[config.mk]
export PLATFORM = sky130hd
export DESIGN_NAME = mbx_responder
export DESIGN_NICKNAME = d
export VERILOG_FILES = /design/src/rtl/mbx_pkg.sv /design/src/rtl/mbx_cmd_decode.sv /design/src/rtl/mbx_conv_timer.sv /design/src/rtl/mbx_responder.sv
export SDC_FILE = /design/constraint.sdc
export NUM_CORES = 1
export LEC_CHECK = 0
export BUFFER_PORTS_ARGS = -buffer_cell sky130_fd_sc_hd__buf_2
export CORE_ASPECT_RATIO = 0.5
export CORE_MARGIN = 4
export CORE_UTILIZATION = 45
export DETAILED_ROUTE_END_ITERATION = 8
export PLACE_DENSITY = 0.65
export RECOVER_POWER = 50
export SETUP_SLACK_MARGIN = 0.02
export SLEW_MARGIN = 10
export SYNTH_ARGS = -nofsm -noshare
export SYNTH_HDL_FRONTEND = slang
export SYNTH_SLANG_ARGS = --single-unit
[constraint.sdc]
create_clock -name clk -period 2.8 [get_ports clk]
set_input_delay 0.56 -clock clk [delete_from_list [all_inputs] [get_ports clk]]
set_output_delay 0.56 -clock clk [all_outputs]
set_load 0.01 [all_outputs]
[src/rtl/mbx_pkg.sv]
`timescale 1ns/1ps
package mbx_pkg;

    localparam int WORD_W = 16;

    // command codes acted upon
    localparam logic [7:0] OP_CONFIG  = 8'd1;
    localparam logic [7:0] OP_START   = 8'd3;
    localparam logic [7:0] OP_STOP    = 8'd4;
    localparam logic [7:0] OP_RD_ONE  = 8'd5;
    localparam logic [7:0] OP_WR_ONE  = 8'd6;

    // subsystem codes
    localparam logic [7:0] SS_ANA_IN  = 8'd0;
    localparam logic [7:0] SS_ANA_OUT = 8'd1;
    localparam logic [7:0] SS_DIG_IN  = 8'd2;
    localparam logic [7:0] SS_DIG_OUT = 8'd3;

    // completion codes (mailbox bits 15:8)
    localparam logic [7:0] DONE_PENDING = 8'h00;
    localparam logic [7:0] DONE_OK      = 8'h55;
    localparam logic [7:0] DONE_BADARG  = 8'hAA;
    localparam logic [7:0] DONE_UNSUP   = 8'hFF;

    typedef enum logic [1:0] {
        ST_IDLE,
        ST_DECODE,
        ST_CONVERT
    } state_e;

    typedef enum logic [3:0] {
        ACT_UNSUP,
        ACT_BADARG,
        ACT_ACK,
        ACT_AI_READ,
        ACT_DIN_READ,
        ACT_AO_WRITE,
        ACT_DOUT_WRITE,
        ACT_RUN_ON,
        ACT_RUN_OFF
    } act_e;

endpackage

[src/rtl/mbx_cmd_decode.sv]
`timescale 1ns/1ps
module mbx_cmd_decode
    import mbx_pkg::*;
#(
    parameter int AI_CHANNELS = 16,
    parameter int AO_CHANNELS = 2
) (
    input  logic [7:0]        cmd,
    input  logic [7:0]        sub,
    input  logic [WORD_W-1:0] chan,
    output act_e              act,
    output logic              run_idx
);

    logic ai_chan_ok;
    logic ao_chan_ok;

    always_comb begin
        ai_chan_ok = 32'(chan) < 32'(AI_CHANNELS);
        ao_chan_ok = 32'(chan) < 32'(AO_CHANNELS);
        act        = ACT_UNSUP;
        run_idx    = (sub == SS_ANA_OUT);
        case (cmd)
            OP_CONFIG: begin
                if (sub == SS_ANA_IN || sub == SS_ANA_OUT || sub == SS_DIG_OUT)
                    act = ACT_ACK;
            end
            OP_START: begin
                if (sub == SS_ANA_IN || sub == SS_ANA_OUT)
                    act = ACT_RUN_ON;
            end
            OP_STOP: begin
                if (sub == SS_ANA_IN || sub == SS_ANA_OUT)
                    act = ACT_RUN_OFF;
            end
            OP_RD_ONE: begin
                if (sub == SS_ANA_IN)
                    act = ai_chan_ok ? ACT_AI_READ : ACT_BADARG;
                else if (sub == SS_DIG_IN)
                    act = ACT_DIN_READ;
            end
            OP_WR_ONE: begin
                if (sub == SS_ANA_OUT)
                    act = ao_chan_ok ? ACT_AO_WRITE : ACT_BADARG;
                else if (sub == SS_DIG_OUT)
                    act = ACT_DOUT_WRITE;
            end
            default: act = ACT_UNSUP;
        endcase
    end

endmodule

[src/rtl/mbx_conv_timer.sv]
`timescale 1ns/1ps
module mbx_conv_timer #(
    parameter int LIMIT = 64
) (
    input  logic clk,
    input  logic rst_n,
    input  logic active,
    output logic expired
);

    localparam int CW = $clog2(LIMIT + 1);

    logic [CW-1:0] cnt_d, cnt_q;

    always_comb begin
        cnt_d   = cnt_q;
        expired = active && (cnt_q == CW'(LIMIT - 1));
        if (!active || expired)
            cnt_d = '0;
        else
            cnt_d = cnt_q + 1'b1;
    end

    always_ff @(posedge clk or negedge rst_n) begin
        if (!rst_n)
            cnt_q <= '0;
        else
            cnt_q <= cnt_d;
    end

    // the wait for a sample never runs past the limit
    a_r3_wait_bounded: assert property (@(posedge clk) disable iff (!rst_n)
        cnt_q < CW'(LIMIT));

endmodule

[src/rtl/mbx_responder.sv]
`timescale 1ns/1ps
module mbx_responder
    import mbx_pkg::*;
#(
    parameter int N_PARAM      = 8,
    parameter int AI_CHANNELS  = 16,
    parameter int AO_CHANNELS  = 2,
    parameter int DIO_W        = 8,
    parameter int SAMPLE_W     = 16,
    parameter int GAIN_W       = 2,
    parameter int CONV_TIMEOUT = 64,
    localparam int ADDR_W  = $clog2(N_PARAM + 2),
    localparam int AI_CH_W = (AI_CHANNELS > 1) ? $clog2(AI_CHANNELS) : 1,
    localparam int AO_CH_W = (AO_CHANNELS > 1) ? $clog2(AO_CHANNELS) : 1
) (
    input  logic                clk,
    input  logic                rst_n,
    input  logic                host_we,
    input  logic [ADDR_W-1:0]   host_addr,
    input  logic [15:0]         host_wdata,
    output logic [15:0]         host_rdata,
    output logic                cmd_done_irq,
    output logic                conv_req,
    output logic [AI_CH_W-1:0]  conv_chan,
    output logic [GAIN_W-1:0]   conv_gain,
    input  logic                conv_vld,
    input  logic [SAMPLE_W-1:0] conv_data,
    output logic                ao_wr_stb,
    output logic [AO_CH_W-1:0]  ao_chan,
    output logic [15:0]         ao_data,
    input  logic [DIO_W-1:0]    din,
    output logic [DIO_W-1:0]    dout,
    output logic [1:0]          run_en
);

    localparam int P_CHAN = 0;
    localparam int P_GAIN = 1;
    localparam int P_DATA = 2;

    typedef struct packed {
        state_e                          st;
        logic [WORD_W-1:0]               mbx;
        logic [7:0]                      sub;
        logic [N_PARAM-1:0][WORD_W-1:0]  prm;
        logic                            irq;
        logic [1:0]                      run;
        logic [DIO_W-1:0]                dout;
        logic                            creq;
        logic [AI_CH_W-1:0]              cchan;
        logic [GAIN_W-1:0]               cgain;
        logic                            ao_stb;
        logic [AO_CH_W-1:0]              ao_ch;
        logic [WORD_W-1:0]               ao_val;
    } regs_t;

    regs_t q_d, q_q;

    act_e act;
    logic run_idx;
    logic tmo;
    logic mbx_wr;

    mbx_cmd_decode #(
        .AI_CHANNELS (AI_CHANNELS),
        .AO_CHANNELS (AO_CHANNELS)
    ) decode_i (
        .cmd     (q_q.mbx[7:0]),
        .sub     (q_q.sub),
        .chan    (q_q.prm[P_CHAN]),
        .act     (act),
        .run_idx (run_idx)
    );

    mbx_conv_timer #(
        .LIMIT (CONV_TIMEOUT)
    ) timer_i (
        .clk     (clk),
        .rst_n   (rst_n),
        .active  (q_q.st == ST_CONVERT),
        .expired (tmo)
    );

    assign mbx_wr = host_we && (host_addr == ADDR_W'(0));

    always_comb begin
        q_d        = q_q;
        q_d.ao_stb = 1'b0;

        // command execution
        case (q_q.st)
            ST_DECODE: begin
                q_d.st  = ST_IDLE;
                q_d.irq = 1'b1;
                q_d.mbx[15:8] = DONE_OK;
                case (act)
                    ACT_AI_READ: begin
                        q_d.st    = ST_CONVERT;
                        q_d.irq   = 1'b0;
                        q_d.mbx[15:8] = DONE_PENDING;
                        q_d.creq  = 1'b1;
                        q_d.cchan = q_q.prm[P_CHAN][AI_CH_W-1:0];
                        q_d.cgain = q_q.prm[P_GAIN][GAIN_W-1:0];
                    end
                    ACT_DIN_READ:   q_d.prm[P_DATA] = WORD_W'(din);
                    ACT_AO_WRITE: begin
                        q_d.ao_stb = 1'b1;
                        q_d.ao_ch  = q_q.prm[P_CHAN][AO_CH_W-1:0];
                        q_d.ao_val = q_q.prm[P_DATA];
                    end
                    ACT_DOUT_WRITE: q_d.dout = q_q.prm[P_DATA][DIO_W-1:0];
                    ACT_RUN_ON:     q_d.run[run_idx] = 1'b1;
                    ACT_RUN_OFF:    q_d.run[run_idx] = 1'b0;
                    ACT_ACK:        q_d.mbx[15:8] = DONE_OK;
                    ACT_BADARG:     q_d.mbx[15:8] = DONE_BADARG;
                    default:        q_d.mbx[15:8] = DONE_UNSUP;
                endcase
            end
            ST_CONVERT: begin
                if (conv_vld) begin
                    q_d.prm[P_DATA] = WORD_W'(conv_data);
                    q_d.mbx[15:8]   = DONE_OK;
                    q_d.irq  = 1'b1;
                    q_d.creq = 1'b0;
                    q_d.st   = ST_IDLE;
                end else if (tmo) begin
                    q_d.mbx[15:8] = DONE_BADARG;
                    q_d.irq  = 1'b1;
                    q_d.creq = 1'b0;
                    q_d.st   = ST_IDLE;
                end
            end
            default: ;
        endcase

        // host writes take priority over a completion in the same cycle
        if (host_we) begin
            if (host_addr == ADDR_W'(0)) begin
                q_d.mbx  = {DONE_PENDING, host_wdata[7:0]};
                q_d.irq  = 1'b0;
                q_d.creq = 1'b0;
                q_d.st   = ST_DECODE;
            end else if (host_addr == ADDR_W'(1)) begin
                q_d.sub = host_wdata[7:0];
            end
            for (int k = 0; k < N_PARAM; k++) begin
                if (host_addr == ADDR_W'(k + 2))
                    q_d.prm[k] = host_wdata;
            end
        end
    end

    always_ff @(posedge clk or negedge rst_n) begin
        if (!rst_n) begin
            q_q <= '{st: ST_IDLE, default: '0};
        end else begin
            q_q <= q_d;
        end
    end

    // host read mux
    always_comb begin
        host_rdata = '0;
        if (host_addr == ADDR_W'(0))
            host_rdata = q_q.mbx;
        else if (host_addr == ADDR_W'(1))
            host_rdata = {8'h00, q_q.sub};
        for (int k = 0; k < N_PARAM; k++) begin
            if (host_addr == ADDR_W'(k + 2))
                host_rdata = q_q.prm[k];
        end
    end

    assign cmd_done_irq = q_q.irq;
    assign conv_req     = q_q.creq;
    assign conv_chan    = q_q.cchan;
    assign conv_gain    = q_q.cgain;
    assign ao_wr_stb    = q_q.ao_stb;
    assign ao_chan      = q_q.ao_ch;
    assign ao_data      = q_q.ao_val;
    assign dout         = q_q.dout;
    assign run_en       = q_q.run;

    // a mailbox write leaves the command pending with the done flag low
    a_r1_write_makes_pending: assert property (@(posedge clk) disable iff (!rst_n)
        mbx_wr |=> (q_q.mbx[15:8] == DONE_PENDING) && !cmd_done_irq
                   && (q_q.mbx[7:0] == $past(host_wdata[7:0])));

    // a raised done flag always carries one of the three final codes
    a_r2_code_legal: assert property (@(posedge clk) disable iff (!rst_n)
        cmd_done_irq |-> (q_q.mbx[15:8] == DONE_OK || q_q.mbx[15:8] == DONE_BADARG
                          || q_q.mbx[15:8] == DONE_UNSUP));

    // flag and code persist until the host writes the mailbox again
    a_r2_code_held: assert property (@(posedge clk) disable iff (!rst_n)
        (cmd_done_irq && !mbx_wr) |=> cmd_done_irq && $stable(q_q.mbx));

    // request, channel and gain stay put until the converter answers
    a_r4_req_held: assert property (@(posedge clk) disable iff (!rst_n)
        (conv_req && !conv_vld && !tmo && !mbx_wr)
            |=> conv_req && $stable(conv_chan) && $stable(conv_gain));

    // an output strobe only comes with a successful completion
    a_r7_strobe_on_ok: assert property (@(posedge clk) disable iff (!rst_n)
        ao_wr_stb |-> cmd_done_irq && (q_q.mbx[15:8] == DONE_OK));

    // run enables move only together with a successful completion
    a_r9_run_on_ok: assert property (@(posedge clk) disable iff (!rst_n)
        !$stable(run_en) |-> cmd_done_irq && (q_q.mbx[15:8] == DONE_OK));

endmodule

==> impl_metrics.toml, run 1 <==
[run_status]
status = "finished clean"

[global_routing]
grt_max_degree = 64
grt_overflow = 0
grt_pass1_vias = 6967
antenna_found_initial = 0
grt_pass1_wl_um = 40900
grt.total_usage_pct = 21.8

[final_layout]
antennaDiodeCount = 0
syn_to_final_growth_pct = 15.5
stdcell_count = 1215
final_layout_size_suffix_gt1_share_pct = 37.4
fillCellCount = 1851
postLayoutCellArea_um2 = 11100
nets = 981

[setup_path]
path_class = "in -> out"
worstPathRequired_ps = 2240
cpPeakStageDelay_ps = 270
crit_family = "compound AO/OA/AOI/OAI gates"
path_cells = "buf_6, buf_8, buf_12, nor2_1, o2bb2ai_1, nand2_1, o21ai_0, o21ai_0, a21oi_1, buf_2"
cpMostUsedCell = "o21ai_0"
end_kind = "output port"
startpoint_type = "input pin"
path_max_fanout = 14
path_buf_inv = 4
worstPathArrival_ps = 2190
slowest_stage = "a21oi_1"

[synthesis]
netlist_area_um2 = 9590
synthMuxAreaShare_pct = 19.7
syn-num-nets = 898
synth-seq-area-share_pct = 51.4
synth-edff-count = 0
async_flop_share_pct = 100
syn_inst = 846
yosys_warnings = 0
netlist_top_cells_area = "dfrtp_1 51%, mux2_2 19%, o21ai_0 2.7%"
ys_ff_latch = 197
synth_ff_type = "dfrtp_1"
ys_types = 52
synth_compound_area_share_pct = 12.4
synth_top_family_by_area = "multiplexers"
yosysTopAreaCellShare_pct = 51.4
synth_top_area_cell = "dfrtp_1"
avgSynthCellArea_um2 = 11.3
synth_fa_ha_area_share_pct = 0.522
synthSimpleGateAreaFrac_pct = 10.5
synthXorXnorAreaFrac_pct = 0.365

[clock_network]
clk_latency_ps = 440
postCtsHoldBufs = 0
clock_sinks = 197
clk_path_buf_depth = 2
htreeDepth = 4
cts_made_buffers = 17
clk_pin_slew_ps = 70
root_buffer = "clkbuf_16"
cts_tree = "built"

[floorplan]
placementRows = 37
start_util_pct = 46.2
core_area_um2 = 20700
die_area_um2 = 23900
io_pins = 100
die_w_um = 214
chipHeight_um = 111

[route]
vias = 7073
wl_um = 26000
wl_per_cell_um = 21.4
wl_met1_um = 13000
wl_met2_um = 10800
drtPass1Iterations = 5
wl_met3_um = 1950
dr.first_iter.drc_count = 736
ant_nets = 0
vias_per_cell = 5.82
top_layer = "met4"
remaining_drc_errors = 0

[timing]
min_period_ps = 2750
rsz0062_at_grt = "yes"
fin_crit_sh_pct = 98.2
maxSlewViolCount = 0
whs_ps = 398
slew_headroom_pct = 15.0
final_hold_viol_count = 0
fmax_ghz = 0.364
worst_slew_pin_slew_ps = 1270
setup_viol = 0
finalClockSkew_ps = 6.27

[placement]
placed_area_um2 = 10400
dp_hpwl_um = 18700
io_buffers = 99
place.gp.congestion = 0.854
dp.cells = 1174

[pwr]
ir_drop_uv = 337
leakage_uw = 0.00503
p_per_area_nw_per_um2 = 697

[flow_run]
max_cap_violations = 0

[min_path]
hp-class = "in -> async"
-- report_power, final --
part / leakage (µW) / internal (µW) / switching, µW / total (µW)
clock network: 0.000264 / 1250 / 1160 / 2410
registers: 0.00251 / 3400 / 524 / 3920
logic: 0.00226 / 723 / 667 / 1390
total: 0.00503 / 5370 / 2350 / 7720
-- per-layer routing --
layer  up-vias  GRT usage, %
met3        20          5.59
met5         -             0
met4         0          4.45
met1      3585          33.5
met2       251          31.1
li1       3217             -
-- logic make-up after synthesis --
group	Yosys count
muxes	169
DFF	197
and+or+nand+nor	198
xor gates and xnor gates	4
buffers and inverters	94
adders and majority gates	4
AOI/OAI and AO/OA	180
-- per-stage QoR --
step                util (%)  total power (µW)  setup slack [ps]  setup TNS (ps)
floorplan                  -              4640               169               0
global placement        50.0              5200             -58.9            -234
detailed placement      50.0              5260              -139            -602
CTS                     52.8              7670              10.1               0
global route            53.4              8080             -52.1           -52.1
finish                  53.4              7720              50.7               0
-- cell usage after synthesis, drive strengths merged, types with 14 or more instances --
cell	count
nand3	22
nand2b	15
buf	52
dfrtp	197
clkbuf	36
nand2	49
a222oi	14
nor2	61
a21oi	40
o21ai	53
mux2	159
a22oi	22
-- layout make-up --
cell class | instances | area, µm² | share of cell area (%)
sequential | 197 | 4930 | 44.5
inverter | 6 | 22.5 | 0.203
multi-input combinational | 555 | 4260 | 38.4
clock buffer | 17 | 425 | 3.84
timing repair buffer | 152 | 952 | 8.60
tap | 273 | 342 | 3.08
clock inverter | 15 | 149 | 1.34
-- registers in the layout, summed over array words and instances, names as in the netlist, named ones only --
| register | cells |
|---|---|
| conv_req | 1 |
| conv_gain | 2 |
| ao_chan | 1 |
| ao_data | 16 |
| cmd_done_irq | 1 |
| ao_wr_stb | 1 |
| q_q | 154 |
| timer_i.cnt_q | 7 |
| conv_chan | 4 |
| dout | 8 |
-- path summary, 6_finish.rpt --
check	start	cells past startpoint	slack [ps]	endpoint
min reg2reg	timer_i.cnt_q[0]	1	470	timer_i.cnt_q[0]
min	rst_n	1	400	q_q[87]
min in group clk	conv_data[14]	3	450	q_q[82]
max	host_addr[1]	10	50	host_rdata[2]
max reg2reg	q_q[168]	8	150	q_q[181]
max in group asynchronous	rst_n	2	630	ao_data[10]
-- cell usage in the layout, fill, tap and decap left out, drive strengths merged, types with 22 or more instances in the layout --
master / synthesis / layout
o21ai: 53 / 53
clkbuf: 36 / 40
a21oi: 40 / 40
buf: 52 / 129
nand2: 49 / 49
nor2: 61 / 61
nand3: 22 / 22
mux2: 159 / 159
a22oi: 22 / 22
dfrtp: 197 / 197
-- repair_timing --
action | CTS | global route
pin swaps | 9 | 13
setup buffers | 0 | 8
gates cloned | 0 | 1
gates resized for setup | 12 | 32
endpoints found under the setup margin | 12 | 16
No activity file was read; power rests on OpenSTA's default activity.
==> inputs of run 2 (changes only) <==
--- a/config.mk
+++ b/config.mk
@@ -10,7 +10,7 @@
 export CORE_MARGIN = 4
 export CORE_UTILIZATION = 45
 export DETAILED_ROUTE_END_ITERATION = 8
-export PLACE_DENSITY = 0.65
+export PLACE_DENSITY = 0.69
 export RECOVER_POWER = 50
 export SETUP_SLACK_MARGIN = 0.02
 export SLEW_MARGIN = 10
==> run 2 against run 1 <==
- the run now ends with max-capacitance violations, max-slew violations left
- global-route usage is essentially flat
- register-to-register slack better by 130 ps
- final cell count unchanged
- largest cell class unchanged
- highest routed layer is now met5
==> impl_metrics.toml, run 2 (synthesized netlist as in run 1, its figures left out) <==
[final_layout]
nets = 981
final_layout_size_suffix_gt1_share_pct = 38.5
antennaDiodeCount = 0
largest_register = "q_q"
final_util_pct = 53.5
largest_reg_flops = 154
mostFrequentLayoutCells = "194 x dfrtp_1, 159 x mux2_2, 95 x buf_2, 61 x nor2_1, 47 x nand2_1"
layout_commonest_cell = "dfrtp_1"
syn_to_final_growth_pct = 15.7

[route]
vias = 7045
remaining_drc_errors = 0
vias_per_cell = 5.80
ant_nets = 0
wl_per_cell_um = 21.3
drtPass1Iterations = 7
wl_um = 25900
dr.first_iter.drc_count = 711

[global_routing]
grt_overflow = 0
antenna_found_initial = 1
grt_pass1_vias = 7153
grt.total_usage_pct = 21.8
grt_pass1_wl_um = 40800
grt_max_degree = 74

[placement]
dp_hpwl_um = 18900
pre_cts_ws_ps = -84.5
place.gp.congestion = 0.908
io_buffers = 99

[clock_network]
clk_pin_slew_ps = 70
clock_sinks = 197
clk_path_buf_depth = 2
cts_tree = "built"
postCtsHoldBufs = 0
root_buffer = "clkbuf_16"
cts_made_buffers = 17
htreeDepth = 4
clk_latency_ps = 440

[pwr]
ir_drop_uv = 315
p_per_area_nw_per_um2 = 700
leakage_uw = 0.00512
power_uw = 7770

[flow_run]
max_cap_violations = 1

[floorplan]
die_w_um = 214
die_area_um2 = 23900
placementRows = 37
core_area_um2 = 20700
io_pins = 100
start_util_pct = 46.2
chipHeight_um = 111

[setup_path]
end_kind = "output port"
reg2reg_slack_ps = 280
path_class = "in -> out"
worstPathRequired_ps = 2240
startpoint_type = "input pin"
path_max_fanout = 14
worstPathArrival_ps = 2120

[min_path]
hp-class = "in -> reg"

[timing]
worst_slew_pin_slew_ps = 1850
fmax_ghz = 0.373
finalClockSkew_ps = 10.0
fin_ws_ps = 119
fin_crit_sh_pct = 95.7
whs_ps = 442
maxSlewViolCount = 73
final_hold_viol_count = 0
setup_viol = 0
slew_headroom_pct = -23.4
min_period_ps = 2680
tns_ps = 0

[run_status]
violations = "max-capacitance violations, max-slew violations"
status = "complete, but fails checks"
==> run 2: where the power goes <==
group          internal (µW)  switching [µW]
Sequential              3400             541
Clock                   1360            1130
Combinational            710             634
==> run 2: routing by layer <==
metal  global-route usage, %  wire length (µm)
met1                    32.3             12400
met2                    31.7             11200
met3                    6.60              2090
met4                    4.19               192
met5                       0                17
==> run 2: stage by stage <==
stage,instances,cell area [µm²]
after floorplan,846,9590
after global placement,1179,10400
after detailed placement,1179,10400
after CTS,1211,11000
after global routing,1215,11100
final,1215,11100
==> run 2: worst paths after layout <==
kind / from / to / depth (start not counted)
max in group asynchronous: rst_n / q_q[164] / 2
worst max register to register: q_q[168] / ao_data[5] / 7
min in group asynchronous: rst_n / q_q[135] / 1
worst min register to register: timer_i.cnt_q[0] / timer_i.cnt_q[0] / 1
worst min-delay path: conv_data[11] / q_q[79] / 3
worst max-delay path: host_addr[1] / host_rdata[13] / 10
==> run 2: cell type report <==
| class | instances | area (µm²) |
|---|---|---|
| well taps | 273 | 342 |
| fillers | 1773 | 9640 |
| clock inverters | 13 | 145 |
| multi-input cells | 555 | 4250 |
| clock buffers | 19 | 443 |
| repair buffers | 152 | 965 |
| inverters | 6 | 22.5 |
| flip-flops and latches | 197 | 4930 |
==> run 2: repair_timing <==
action | in CTS | in global routing
gates resized for setup | 8 | 32
pin swaps | 5 | 14
cloned | 0 | 1
endpoints found under the setup margin | 13 | 15
buffers inserted | 0 | 3
==> run 2: worst max-delay path, cell delays in order <==
cell and delay, ps:
buf_4 120, buf_12 160, buf_12 150, mux2i_1 170, o21ai_0 90, a221o_1 310
o21ai_0 120, a31oi_1 130, buf_4 150, buf_2 130
==> inputs of run 3 (changes only) <==
--- a/config.mk
+++ b/config.mk
@@ -8,9 +8,9 @@
 export BUFFER_PORTS_ARGS = -buffer_cell sky130_fd_sc_hd__buf_2
 export CORE_ASPECT_RATIO = 0.5
 export CORE_MARGIN = 4
-export CORE_UTILIZATION = 45
+export CORE_UTILIZATION = 40
 export DETAILED_ROUTE_END_ITERATION = 8
-export PLACE_DENSITY = 0.69
+export PLACE_DENSITY = 0.63
 export RECOVER_POWER = 50
 export SETUP_SLACK_MARGIN = 0.02
 export SLEW_MARGIN = 10
==> run 3 against run 2 <==
- the flow still finishes with violations (max-capacitance violations, max-slew violations)
- first-iteration DRC count fell by 3.4%
- clock power fell by 2%
- via count rose by 0.54%
- worst setup slack got worse by 91 ps
- maximum frequency fell by 3.3%
- critical path depth fell by 4
- die area rose by 12%
- non-clock buffer count rose by 6
- final area rose by 0.61%
- utilization fell by 5.3 points
- hold slack improved by 4.9 ps
- critical path type is now reg -> out
- final cell count rose by 3.1%
==> impl_metrics.toml, run 3 (synthesized netlist as in run 1, its figures left out) <==
[global_routing]
grt_pass1_wl_um = 41400
grt_overflow = 0
grt_max_degree = 84
grt.total_usage_pct = 19.7
grt_pass1_vias = 7147
antenna_found_initial = 0

[timing]
maxSlewViolCount = 84
min_period_ps = 2770
whs_ps = 447
slew_headroom_pct = -39.6
rsz0062_at_grt = "yes"
setup_viol = 0
fin_crit_sh_pct = 99.0
final_hold_viol_count = 0
fmax_ghz = 0.361
worst_slew_pin_slew_ps = 2090
finalClockSkew_ps = 13.0

[final_layout]
nets = 987
register_area_um2 = 4930
largest_reg_flops = 154
final_layout_size_suffix_gt1_share_pct = 38.9
postLayoutCellArea_um2 = 11200
antennaDiodeCount = 0
fillCellCount = 2078
syn_to_final_growth_pct = 16.4
multi_input_area_um2 = 4240
layout_commonest_cell = "dfrtp_1"
mostFrequentLayoutCells = "195 x dfrtp_1, 159 x mux2_2, 97 x buf_2, 61 x nor2_1, 47 x nand2_1"
largest_register = "q_q"

[route]
wl_per_cell_um = 20.7
dr.first_iter.drc_count = 687
vias = 7083
wl_um = 26000
vias_per_cell = 5.65
remaining_drc_errors = 0
drtPass1Iterations = 6
ant_nets = 0

[clock_network]
clk_path_buf_depth = 2
cts_made_buffers = 17
clock_sinks = 197
postCtsHoldBufs = 0
htreeDepth = 4
clk_pin_slew_ps = 70
clk_latency_ps = 440
root_buffer = "clkbuf_16"
cts_tree = "built"

[pwr]
p_per_area_nw_per_um2 = 693
leakage_uw = 0.00514
ir_drop_uv = 451

[setup_path]
startpoint_type = "register"
r2r_start = "q_q[167]"
worstPathArrival_ps = 2210
critPathLaunch = "q_q[42]"
path_max_fanout = 3
end_kind = "output port"
worstPathRequired_ps = 2240
path_class = "reg -> out"

[run_status]
violations = "max-capacitance violations, max-slew violations"
status = "complete, but fails checks"

[floorplan]
io_pins = 100
placementRows = 39
start_util_pct = 41.4
chipHeight_um = 117
core_area_um2 = 23200
die_w_um = 227
die_area_um2 = 26700

[placement]
place.gp.congestion = 0.836
io_buffers = 99
placed_area_um2 = 10500
dp_hpwl_um = 18800

[flow_run]
max_cap_violations = 1

[min_path]
hp-start = "conv_data[10]"
hp-class = "in -> reg"
[run 3: cell types whose count changed in the layout (fill, tap and decap cells not counted), moves of 3 or more]
cell / previous run / this run
and2_1: 7 / 4
buf_4: 40 / 43
clkbuf_1: 6 / 2
clkbuf_2: 3 / 6
inv_6: 5 / 2
[run 3: critical path: stages (launching register included)]
cell and delay, ps:
dfrtp_1 400, a22o_1 230, a222oi_1 450, o21ai_1 210, a211oi_2 250, o21ai_1 90, buf_2 150
[run 3: through the flow]
| stage | utilization [%] | instances | worst slack (ps) | TNS (ps) | total power (µW) |
|---|---|---|---|---|---|
| 2_1_floorplan | - | 846 | 169 | 0 | 4640 |
| 3_3_place_gp | 45.2 | 1217 | -75.0 | -163 | 5200 |
| 3_5_place_dp | 45.2 | 1217 | -88.0 | -480 | 5260 |
| 4_1_cts | 47.8 | 1248 | 24.6 | 0 | 7740 |
| 5_1_grt | 48.2 | 1253 | -107 | -327 | 8110 |
| 6_report | 48.2 | 1253 | 27.8 | 0 | 7740 |
[run 3: layout make-up]
| class | count | area share, % |
|---|---|---|
| clock inverter | 11 | 1.13 |
| timing repair buffer | 158 | 9.03 |
| sequential | 197 | 44.2 |
| tap | 307 | 3.44 |
| inverter | 6 | 0.202 |
| clock buffer | 19 | 4.06 |
| multi-input combinational | 555 | 38.0 |
[run 3: metal layers]
| layer | up-vias | global-route usage, % | routed length [µm] |
|---|---|---|---|
| li1 | 3233 | - | - |
| met1 | 3608 | 30.2 | 12600 |
| met2 | 219 | 28.1 | 11100 |
| met3 | 23 | 4.91 | 1940 |
| met4 | 0 | 4.31 | 255 |
| met5 | - | 0 | 0 |
[run 3: worst paths after layout]
path,slack [ps],depth (start not counted),end
setup reg to reg,190,8,q_q[187]
setup / recovery,30,6,host_rdata[6]
min in group asynchronous,720,1,q_q[148]
hold / removal,450,3,q_q[78]
max in group asynchronous,470,2,ao_data[5]
hold reg to reg,490,1,timer_i.cnt_q[0]
[run 3: timing repair]
action                     4_1_cts  5_1_grt
pin swaps                        5       17
cloned                           0        1
resized for setup               14       25
setup endpoints to repair       11       14
setup buffers                    1        4
[run 3: power breakdown]
group | leakage [µW] | switching, µW | internal, µW | total, µW
clock network | 0.000274 | 1090 | 1360 | 2450
logic | 0.00237 | 649 | 724 | 1370
registers | 0.00251 | 518 | 3400 | 3920
total | 0.00514 | 2260 | 5480 | 7740
